$ cat config.mk
export PLATFORM = sky130hd
export DESIGN_NAME = ilv_offset_cancel
export DESIGN_NICKNAME = d
export VERILOG_FILES = /design/src/rtl/ilv_offset_cancel.sv
export SDC_FILE = /design/constraint.sdc
export NUM_CORES = 1
export LEC_CHECK = 0
export CAP_MARGIN = 25
export CELL_PAD_IN_SITES_DETAIL_PLACEMENT = 1
export CELL_PAD_IN_SITES_GLOBAL_PLACEMENT = 1
export CORE_MARGIN = 3
export CORE_UTILIZATION = 30
export DETAILED_ROUTE_END_ITERATION = 8
export PLACE_DENSITY = 0.6
export SLEW_MARGIN = 40
export SYNTH_ARGS = -nofsm -noshare
export SYNTH_HDL_FRONTEND = slang
export SYNTH_SLANG_ARGS = --single-unit
$ cat constraint.sdc
create_clock -name clk -period 3.7 [get_ports clk]
set_input_delay 0.925 -clock clk [delete_from_list [all_inputs] [get_ports clk]]
set_output_delay 0.925 -clock clk [all_outputs]
set_load 0.01 [all_outputs]
$ cat src/rtl/ilv_offset_cancel.sv
module ilv_offset_cancel #(
  parameter int NCH   = 4,
  parameter int W     = 12,
  parameter int LOG2N = 4
) (
  input  logic                   clk,
  input  logic                   rst_n,
  input  logic                   in_valid,
  input  logic [$clog2(NCH)-1:0] in_chan,
  input  logic signed [W-1:0]    in_data,
  output logic                   out_valid,
  output logic [$clog2(NCH)-1:0] out_chan,
  output logic signed [W-1:0]    out_data,
  output logic [NCH-1:0]         est_ready
);
  localparam int CW = $clog2(NCH);
  localparam int AW = W + LOG2N;
  localparam logic [LOG2N-1:0] LAST = {LOG2N{1'b1}};
  localparam logic signed [W-1:0] MAXV = {1'b0, {(W-1){1'b1}}};
  localparam logic signed [W-1:0] MINV = {1'b1, {(W-1){1'b0}}};

  logic signed [AW-1:0] acc [NCH];
  logic [LOG2N-1:0]     cnt [NCH];
  logic signed [W-1:0]  est [NCH];

  logic signed [AW-1:0] acc_nxt;
  logic signed [AW-1:0] mean;
  logic signed [W:0]    diff;
  logic signed [W-1:0]  clamped;

  assign acc_nxt = acc[in_chan] + AW'(in_data);
  assign mean    = acc_nxt >>> LOG2N;
  assign diff    = {in_data[W-1], in_data} - {est[in_chan][W-1], est[in_chan]};
  assign clamped = (diff[W] == diff[W-1]) ? diff[W-1:0] : (diff[W] ? MINV : MAXV);

  always_ff @(posedge clk or negedge rst_n) begin
    if (!rst_n) begin
      for (int i = 0; i < NCH; i++) begin
        acc[i] <= '0;
        cnt[i] <= '0;
        est[i] <= '0;
      end
      est_ready <= '0;
    end else if (in_valid) begin
      if (cnt[in_chan] == LAST) begin
        est[in_chan]       <= mean[W-1:0];
        acc[in_chan]       <= '0;
        est_ready[in_chan] <= 1'b1;
      end else begin
        acc[in_chan] <= acc_nxt;
      end
      cnt[in_chan] <= cnt[in_chan] + 1'b1;
    end
  end

  always_ff @(posedge clk or negedge rst_n) begin
    if (!rst_n) begin
      out_valid <= 1'b0;
      out_chan  <= '0;
      out_data  <= '0;
    end else begin
      out_valid <= in_valid;
      if (in_valid) begin
        out_chan <= in_chan;
        out_data <= clamped;
      end
    end
  end
endmodule

* Word-level counts from Yosys, hierarchy flattened
Index checks and enable logic that the tools add are counted.
** Cells by class
- $add $sub $neg :: 3
- Order comparisons :: 4
- Equal/unequal tests :: 2
- Muxes and demuxes :: 23
- Bitwise logic cells :: 4
- Reduce and logical (&&, ||, !) cells :: 3
** Operators by type and width (number)
- 64-bit bitwise AND :: 1
- 64-bit bitwise mux :: 1
- 64-bit 2-to-1 mux :: 1
- 64-bit NOT :: 1
- 12-bit 2-to-1 mux :: 5
- 48-bit bitwise mux :: 1
- 16-bit 2-to-1 mux :: 3
- 16-bit binary-select mux with 2-bit select :: 1
- 16-bit demux with 2-bit select :: 1
- 12-bit binary-select mux with 2-bit select :: 1
- 12-bit demux with 2-bit select :: 1
- 16-bit by 12-bit adder with 16-bit output :: 1
- 16-bit bitwise mux :: 1
- 12-bit by 12-bit subtractor with 13-bit output :: 1
- 4-bit 2-to-1 mux :: 3
- 4-bit binary-select mux with 2-bit select :: 1
- 4-bit demux with 2-bit select :: 1
- 4-bit by 1-bit adder with 4-bit output (second input constant) :: 1
- 4-bit == test (second input constant) :: 1
- 4-bit OR :: 1
- 3-bit >= comparator (second input constant) :: 1
- 2-bit by 3-bit < comparator with 1-bit output (second input constant) :: 1
- 3-bit by 1-bit < comparator with 1-bit output (second input constant) :: 1
- 2-bit NOT with 3-bit output :: 1
- other kinds (6) :: 7
** Word-level totals
- Register bits after elaboration :: 147
- Bits of input ports :: 17
- Output and inout bits :: 19
- Logic and storage cells :: 55

* Logic depth before layout (Yosys ltp)
Gate-level depths: netlist of the first run.
- Word-level depth :: 8
- Gate-level depth with buffers :: 16
- Mapped depth without buffers :: 12

* Worst setup path before layout of the first run
OpenSTA, ideal clock, no wires.
- Path type :: in2reg
- Start point :: input in_chan[1]
- End point :: register acc[14] (netlist name)
- Setup time :: 131 ps
- Data arrival time :: 4257 ps
- Required time :: 3569 ps
- Setup slack :: -688 ps
- Stages :: 14
- Buffers on the path :: 3
- Cell sequence :: buf_1 > buf_1 > clkbuf_1 > mux4_2 > ha_1 > fa_1 > a21o_1 > a21oi_1 > o21ai_1 > a221oi_2 > o21ai_1 > xnor2_1 > nand2b_1 > o21ai_0
** On the way
- Longest elaborated chain between the ends :: 8
- Elaborated cells on any way between the ends :: 18
- Classes of those cells :: add/sub: 1; order compare: 2; eq/ne: 1; mux: 10; bitwise: 3; reduce/logical: 1
** RTL lines
- start: declaration :: RTL line 9 : input logic [$clog2(NCH)-1:0] in_chan,
- 2-bit NOT with 3-bit output (not written as such) (*)
- parallel branches: the longest is 6 deep, another holds 16-bit by 12-bit adder with 16-bit output
- 64-bit 2-to-1 mux (*) :: RTL line 45 : if (cnt[in_chan] == LAST) begin
- end signal: indexed assignment :: RTL line 50 : acc[in_chan] <= acc_nxt;
- end: declaration :: RTL line 22 : logic signed [AW-1:0] acc [NCH];
Every way passes the cells marked *. The select of a mux whose other input is x is not followed.
A chain may end at the register's enable or synchronous reset.

* Final worst setup path of the first run
- Start point :: input in_chan[0]
- End point :: register acc[46] (netlist name)
Same word-level chain as after synthesis.

==> flow_summary.ini, run 1 <==
[critical_path]
crit_arrival_ps = 3730
max_stage_delay_ps = 550
cp_slowest_cell = mux4_2
crit_type = in2reg
crit_top_cell = buf_4
endpoint_kind = flop
cp-startpoint = in_chan[0]
worstPathCellList = buf_2 > buf_4 > buf_4 > mux4_2 > ha_1 > and4_1 > a221oi_2 > o21ai_1 > xnor2_1 > nand2b_4 > o21ai_0
critPathLaunchType = input pin
timing.rr.start = acc[16]$_DFFE_PN0P_
required_ps = 3970
crit_fanout = 9

[place]
io_buffer_count = 35
gp_congestion = 0.8266
dp_hpwl_um = 15790

[layout]
final_common_cell = dfrtp_1
area_growth_pct = 27.77
final_cell_mix = dfrtp_1 (147), nand2_1 (135), o21ai_0 (117)
nets = 878
layout-drive-gt1-share_pct = 23.13

[run_status]
status = finished clean

[drt]
wl_per_cell_um = 18.25
ant_nets = 0
num_vias = 5863
drt_iter0_drc = 297
drc = 0
firstDrtPassIters = 4
totalWireLength_um = 21310
routed_via_density = 5.020

[global_routing]
grt_pass1_vias = 6653
grt_max_degree = 110
grt-ovfl-total = 0
gr-usage-met1_pct = 21.69
antenna_found_initial = 1
grtUsageMet2_pct = 29.67
grt_usage_pct = 16.96
grt-busiest-layer = met2
use_met3_pct = 2.774
grt_pass1_wl_um = 35360

[synth]
synth_seq_area_share_pct = 48.94
synth_ff_type = dfrtp_1
synth_simple_gate_area_share_pct = 11.10
avgSynthCellArea_um2 = 10.41
netlist_area_um2 = 7516
postSynth.asyncResetShare_pct = 100.0
synth_compound_area_share_pct = 16.83
synth_top_family_by_area = compound AO/OA/AOI/OAI gates
synth_nets = 770
synth-xor-area-share_pct = 3.146
syn-instance-count = 722
yosys.area_share.adder_pct = 5.494
ys_types = 54
synthMuxAreaShare_pct = 10.49
yosysWarnings = 0
synth_edf_count = 0
ys_ff_latch = 147

[floorplanning]
start_util_pct = 30.72
dieArea_um2 = 26990
die_y_um = 164.3
core_um2 = 24460
ios = 36
die_x_um = 164.3
fp-row-count = 57

[clock_tree]
clock_sinks = 147
cts_tree = yes
cts.clk_slew.worst_paths_ps = 60
cts-root-buf = clkbuf_16
insertion_delay_ps = 430
holdBufCountCts = 0
ctsHtreeMaxLevel = 4
cts_buffers = 17
clockBufferDepth = 2

[timing]
hold_violations = 0
finalSetupTns_ps = 0
period_share_pct = 93.54
worst_pin_slew_ps = 793.5
slew_headroom_pct = 47.10
max_freq_ghz = 0.2889
final_max_slew_viol_count = 0
hold_ws_ps = 350.9
min_period_ps = 3461
rsz0062_at_grt = no
finalSetupViolCount = 0
fin_skew_ps = 14.70

[hold_path]
hold_class = in2async

[power_and_ir_drop]
powerDensity_nw_per_um2 = 722.4
ir_drop_mv = 0.2893
finalPower_w = 0.006937
p_leak_nw = 4.308

[flow_run]
cap_violations = 0
==> state kept, by name, indices dropped and copies added, names as in the netlist <==
register / flops
out_valid: 1
cnt: 16
out_chan: 2
est: 48
out_data: 12
est_ready: 4
acc: 64
==> synthesized netlist by cell type, types with 3 or more instances <==
| cell | instances | share of area [%] |
|---|---|---|
| dfrtp_1 | 147 | 49 |
| nand2_1 | 135 | 6.7 |
| o21ai_0 | 118 | 7.9 |
| mux4_2 | 32 | 9.6 |
| inv_1 | 30 | 1.5 |
| ha_1 | 29 | 4.8 |
| clkbuf_1 | 28 | 1.4 |
| a21oi_1 | 27 | 1.8 |
| nor2_1 | 19 | 0.95 |
| xnor2_1 | 17 | 2.0 |
| nand2b_1 | 16 | 1.3 |
| o22ai_1 | 11 | 0.92 |
| xor2_1 | 10 | 1.2 |
| a21o_1 | 9 | 0.90 |
| buf_2 | 9 | 0.60 |
| a22o_1 | 8 | 0.93 |
| mux2_2 | 6 | 0.90 |
| o31ai_1 | 6 | 0.60 |
| nand3_1 | 5 | 0.33 |
| o211ai_1 | 5 | 0.50 |
| o21ai_1 | 5 | 0.33 |
| a211oi_1 | 4 | 0.40 |
| a31oi_1 | 3 | 0.25 |
| buf_1 | 3 | 0.15 |
| nor2b_1 | 3 | 0.25 |
==> per-stage QoR <==
step                      utilization, %  area (um^2)  setup slack, ps  cells
final                              39.26         9603            238.9   1168
after global routing               39.25         9600            55.36   1167
after CTS                          39.09         9563            202.5   1165
after detailed placement           36.38         8900           -248.1   1133
after global placement             36.37         8896           -193.8   1133
after floorplan                        -         7635           -118.1    722
==> worst max-delay path: cells and delay by family <==
kind,cells,cell delay [ps]
buffers and inverters,3,590
AOI/OAI and AO/OA,3,570
muxes,1,550
xor gates and xnor gates,1,330
and+or+nand+nor,2,430
adders and majority gates,1,340
==> metal layers <==
layer	vias up	share of wire [%]
li1	2754	-
met2	65	51
met4	0	1.3
met3	23	2.2
met5	-	0
met1	3021	46
==> layout make-up <==
class | count | area (um^2)
repair buffers | 132 | 1144
inverters | 30 | 112.6
well taps | 324 | 405.4
clock buffers | 18 | 439.2
clock inverters | 14 | 224.0
multi-input cells | 502 | 3597
fillers | 2699 | 14860
flip-flops and latches | 147 | 3679
diodes | 1 | 2.502
==> cells by family (layout without fill, tap and decap cells) <==
family | count (synthesis) | count (layout)
multiplexers | 38 | 38
AND/OR/NAND/NOR | 194 | 194
flip-flops | 147 | 147
adder cells (fa/ha/maj) | 32 | 32
XOR/XNOR | 27 | 27
AO/OA/AOI/OAI | 211 | 211
buffers and inverters | 73 | 194
other | 0 | 1
==> timing repair <==
action / 4_1_cts / 5_1_grt
gates resized for setup: 0 / 0
setup buffers: 0 / 1
endpoints found under the setup margin: 0 / 3
==> path summary, 6_finish.rpt <==
kind | endpoint | slack, ps | depth (start not counted)
min | out_data[4]$_DFFE_PN0P_ | 350 | 1
max | acc[46]$_DFFE_PN0P_ | 240 | 11
min in group clk | est_ready[1]$_DFFE_PN0P_ | 480 | 1
max reg2reg | acc[46]$_DFFE_PN0P_ | 540 | 11
min reg2reg | est_ready[1]$_DFFE_PN0P_ | 480 | 1
max in group asynchronous | cnt[2]$_DFFE_PN0P_ | 2370 | 3
==> where the power goes <==
part / internal (W) / switching (W)
clock: 0.00122 / 0.000717
combinational: 0.00130 / 0.00141
sequential: 0.00205 / 0.000235
total: 0.00457 / 0.00237
Power figures use the tool's default switching activity.
==> run 2, diff against run 1 <==
--- a/config.mk
+++ b/config.mk
@@ -6,12 +6,12 @@
 export NUM_CORES = 1
 export LEC_CHECK = 0
 export CAP_MARGIN = 25
-export CELL_PAD_IN_SITES_DETAIL_PLACEMENT = 1
-export CELL_PAD_IN_SITES_GLOBAL_PLACEMENT = 1
+export CELL_PAD_IN_SITES_DETAIL_PLACEMENT = 0
+export CELL_PAD_IN_SITES_GLOBAL_PLACEMENT = 2
 export CORE_MARGIN = 3
 export CORE_UTILIZATION = 30
 export DETAILED_ROUTE_END_ITERATION = 8
-export PLACE_DENSITY = 0.6
+export PLACE_DENSITY = 0.69
 export SLEW_MARGIN = 40
 export SYNTH_ARGS = -nofsm -noshare
 export SYNTH_HDL_FRONTEND = slang
==> flow_summary.ini, run 2 (synthesis gave the netlist of run 1 again) <==
[drt]
drt_iter0_drc = 327
totalWireLength_um = 20220
firstDrtPassIters = 4
wl_per_cell_um = 17.24
routed_via_density = 4.840
num_vias = 5677
drc = 0
ant_nets = 0

[power_and_ir_drop]
powerDensity_nw_per_um2 = 708.9
ir_drop_mv = 0.3306
p_leak_nw = 4.315

[layout]
layout-drive-gt1-share_pct = 23.67
nets = 884
antenna_cells = 0
regMostFlops = acc
final_common_cell = dfrtp_1
largest_registers = acc (64), est (48), cnt (16)
postLayoutCoreUtil_pct = 39.15
area_growth_pct = 27.42
largest_reg_flops = 64
final_cell_mix = dfrtp_1 (147), nand2_1 (135), o21ai_0 (117)

[timing]
hold_violations = 0
finalSetupViolCount = 0
period_share_pct = 94.87
min_period_ps = 3510
slew_headroom_pct = 49.01
finalSetupTns_ps = 0
worst_pin_slew_ps = 764.8
final_max_slew_viol_count = 0
fin_skew_ps = 14.74
hold_ws_ps = 462.5
max_freq_ghz = 0.2849

[critical_path]
worst-path-buf-inv = 3
endpoint_kind = flop
critPathLaunchType = input pin
crit_type = in2reg
required_ps = 4000
max_stage_delay_ps = 510
worst_r2r_path_depth = 11
crit_arrival_ps = 3810
cp_slowest_cell = mux4_2
worstPathCellList = buf_2 > buf_4 > mux4_2 > inv_1 > ha_1 > a211oi_2 > o21ai_1 > a221o_2 > a21oi_4 > a31oi_4 > and2_4 > nor2_1 > o22ai_1
critPathTopFamily = compound AO/OA/AOI/OAI gates
crit_fanout = 9
cp.depth = 13

[floorplanning]
die_y_um = 164.3
ios = 36
core_um2 = 24460
die_x_um = 164.3
start_util_pct = 30.72
dieArea_um2 = 26990
fp-row-count = 57

[global_routing]
antenna_found_initial = 0
grt_usage_pct = 15.82
grtUsageMet2_pct = 26.14
grt-ovfl-total = 0
grt_pass1_vias = 6012
grt_pass1_wl_um = 32600
grt-busiest-layer = met2
grt_max_degree = 63
use_met3_pct = 4.035
gr-usage-met1_pct = 20.59

[clock_tree]
holdBufCountCts = 0
clockBufferDepth = 2
cts.clk_slew.worst_paths_ps = 60
cts_tree = yes
insertion_delay_ps = 430
clock_sinks = 147
cts-root-buf = clkbuf_16
ctsHtreeMaxLevel = 4
cts_buffers = 17

[hold_path]
hold_class = in2async

[run_status]
status = finished clean

[place]
gp_congestion = 0.8414
dp_hpwl_um = 14670
io_buffer_count = 35

[flow_run]
cap_violations = 0
==> run 2: cell types whose count changed in the layout (fill, tap and decap cells not counted), sizes merged <==
cell,previous run,this run
inv,33,35
diode,1,0
clkbuf,18,20
clkinvlp,4,2
buf,100,106
bufinv,5,3
==> run 2: cell type report <==
type	instances	area, um^2
Sequential cell	147	3679
Clock inverter	12	168.9
Tap cell	324	405.4
Timing Repair Buffer	138	1140
Clock buffer	20	466.7
Fill cell	2397	14890
Multi-Input combinational cell	502	3605
Inverter	30	112.6
==> run 2: final timing paths <==
check	slack [ps]	endpoint	from
max	190	out_data[7]$_DFFE_PN0P_	in_chan[0]
max reg2reg	720	acc[46]$_DFFE_PN0P_	acc[48]$_DFFE_PN0P_
min	460	out_data[4]$_DFFE_PN0P_	rst_n
min in group clk	470	est_ready[0]$_DFFE_PN0P_	est_ready[0]$_DFFE_PN0P_
min reg2reg	470	est_ready[0]$_DFFE_PN0P_	est_ready[0]$_DFFE_PN0P_
max in group asynchronous	2410	acc[18]$_DFFE_PN0P_	rst_n
==> run 2: metrics by stage <==
| stage | std cells | setup slack [ps] | area [um^2] | total power (W) |
|---|---|---|---|---|
| floorplan | 722 | -118.1 | 7635 | 0.003819 |
| global placement | 1140 | -273.5 | 8924 | 0.004885 |
| detailed placement | 1140 | -347.0 | 8924 | 0.004965 |
| CTS | 1172 | 111.5 | 9559 | 0.006860 |
| global route | 1173 | -11.80 | 9577 | 0.007256 |
| finish | 1173 | 189.9 | 9577 | 0.006789 |
==> run 2: layer usage <==
layer	part of all wire, %	wire (um)
met2	48	9724
met5	0	0
met1	46	9357
met4	1.4	293
met3	4.2	848
==> run 2: what timing repair did <==
action                     4_1_cts  5_1_grt
setup endpoints to repair        0        6
hold endpoints to repair         0        0
resized for setup                0        1
setup buffers                    0        1
==> run 2: worst register-to-register path, stage by stage, from the launching register on <==
cell and delay (ps):
dfrtp_1 380, mux4_2 500, ha_4 190, fa_2 350
a21o_1 180, a21oi_2 180, o21ai_2 90, a221oi_2 360
o21ai_1 140, xnor2_1 240, nand2b_4 180, o21ai_0 80
==> run 2: report_power, final <==
part	internal [W]	switching (W)	total [W]
logic	0.00130	0.00136	0.00266
registers	0.00205	0.000219	0.00227
clock network	0.00113	0.000735	0.00187
==> run 3, diff against run 2 <==
--- a/config.mk
+++ b/config.mk
@@ -8,9 +8,10 @@
 export CAP_MARGIN = 25
 export CELL_PAD_IN_SITES_DETAIL_PLACEMENT = 0
 export CELL_PAD_IN_SITES_GLOBAL_PLACEMENT = 2
-export CORE_MARGIN = 3
+export CORE_MARGIN = 5
 export CORE_UTILIZATION = 30
 export DETAILED_ROUTE_END_ITERATION = 8
+export HOLD_SLACK_MARGIN = 0.06
 export PLACE_DENSITY = 0.69
 export SLEW_MARGIN = 40
 export SYNTH_ARGS = -nofsm -noshare
==> flow_summary.ini, run 3 (synthesis gave the netlist of run 1 again) <==
[global_routing]
grt_max_degree = 70
grt_pass1_wl_um = 32270
grt-ovfl-total = 0
grt_pass1_vias = 5967
grt_usage_pct = 14.60
antenna_found_initial = 0

[timing]
hold_violations = 0
worst_pin_slew_ps = 764.4
finalSetupTns_ps = 0
period_share_pct = 93.79
slew_headroom_pct = 49.04
finalSetupViolCount = 0
min_period_ps = 3470
max_freq_ghz = 0.2882
final_max_slew_viol_count = 0
rsz0062_at_grt = no
fin_skew_ps = 9.637

[place]
io_buffer_count = 35
placed_cell_area_um2 = 8936
dp_hpwl_um = 14400
dpl.cell_count = 1145
gp_congestion = 0.7811

[floorplanning]
core_um2 = 24890
start_util_pct = 30.20
ios = 36
fp-row-count = 58
dieArea_um2 = 28320
die_x_um = 168.3
die_y_um = 168.3

[drt]
drt_iter0_drc = 412
wl_per_cell_um = 16.90
num_vias = 5702
drc = 0
totalWireLength_um = 19890
ant_nets = 0
firstDrtPassIters = 4
routed_via_density = 4.845

[critical_path]
worstPathCellList = buf_2 > buf_12 > mux4_2 > inv_1 > ha_1 > a2111oi_2 > o21ai_1 > a221o_2 > a21oi_4 > a31oi_4 > and2_4 > nor2_1 > o22ai_1
critPathTopFamily = compound AO/OA/AOI/OAI gates
endpoint_kind = flop
max_stage_delay_ps = 520
crit_fanout = 24
cp_slowest_cell = mux4_2
crit_type = in2reg
required_ps = 4000
critPathLaunchType = input pin
worst-path-buf-inv = 3
crit_arrival_ps = 3770

[clock_tree]
clock_sinks = 147
cts.clk_slew.worst_paths_ps = 60
ctsHtreeMaxLevel = 4
insertion_delay_ps = 430
clockBufferDepth = 2
cts_buffers = 17
cts_tree = yes
cts-root-buf = clkbuf_16
holdBufCountCts = 0
postCtsSetupBuffers = 0

[hold_path]
hold_class = reg2reg

[layout]
final-instance-count-excl-fill = 1177
final_cell_mix = dfrtp_1 (147), nand2_1 (135), o21ai_0 (117)
area_growth_pct = 26.74
largest_reg_flops = 64
final_common_cell = dfrtp_1
nets = 882
fin_area_um2 = 9525
layout-drive-gt1-share_pct = 23.26
regMostFlops = acc
antenna_cells = 0
largest_registers = acc (64), est (48), cnt (16)

[power_and_ir_drop]
p_leak_nw = 4.271
ir_drop_mv = 0.2613
powerDensity_nw_per_um2 = 703.6
finalPower_w = 0.006702

[run_status]
status = finished clean

[flow_run]
cap_violations = 0
-- run 3: metal layers --
layer	up-vias	track usage [%]	routed length (um)
met4	0	4.164	248
met5	-	0	0
met3	15	2.418	638
met1	2831	18.88	9107
li1	2767	-	-
met2	89	25.33	9899
-- run 3: per-stage QoR --
stage	util [%]	hold slack, ps	worst slack, ps
after floorplan	-	440.4	-118.1
after global placement	35.90	455.8	-185.5
after detailed placement	35.90	454.0	-267.7
after CTS	38.23	474.2	181.7
after global routing	38.27	483.7	6.585
final	38.27	467.2	229.9
-- run 3: where the power goes --
part / internal [W] / switching [W]
sequential: 0.00205 / 0.000222
clock: 0.00101 / 0.000692
combinational: 0.00135 / 0.00138
total: 0.00441 / 0.00229
-- run 3: timing repair --
action                     CTS  global route
resized for setup            0             1
hold endpoints to repair     0             0
setup endpoints to repair    0             5
-- run 3: cell type report --
cell class,count,area (um^2)
Tap cell,330,412.9
Clock buffer,20,446.7
Inverter,30,112.6
Clock inverter,12,132.6
Fill cell,2392,15370
Multi-Input combinational cell,502,3605
Sequential cell,147,3679
Timing Repair Buffer,136,1137
-- run 3: worst paths after layout --
| check | slack, ps | cells after the start | endpoint | startpoint |
|---|---|---|---|---|
| setup / recovery | 230 | 13 | out_data[7]$_DFFE_PN0P_ | in_chan[0] |
| hold / removal | 470 | 1 | est_ready[2]$_DFFE_PN0P_ | est_ready[2]$_DFFE_PN0P_ |
| setup reg to reg | 590 | 12 | acc[46]$_DFFE_PN0P_ | acc[0]$_DFFE_PN0P_ |
| hold reg to reg | 470 | 1 | est_ready[2]$_DFFE_PN0P_ | est_ready[2]$_DFFE_PN0P_ |
| max in group asynchronous | 2440 | 2 | est[15]$_DFFE_PN0P_ | rst_n |
| min in group asynchronous | 510 | 1 | est[26]$_DFFE_PN0P_ | rst_n |
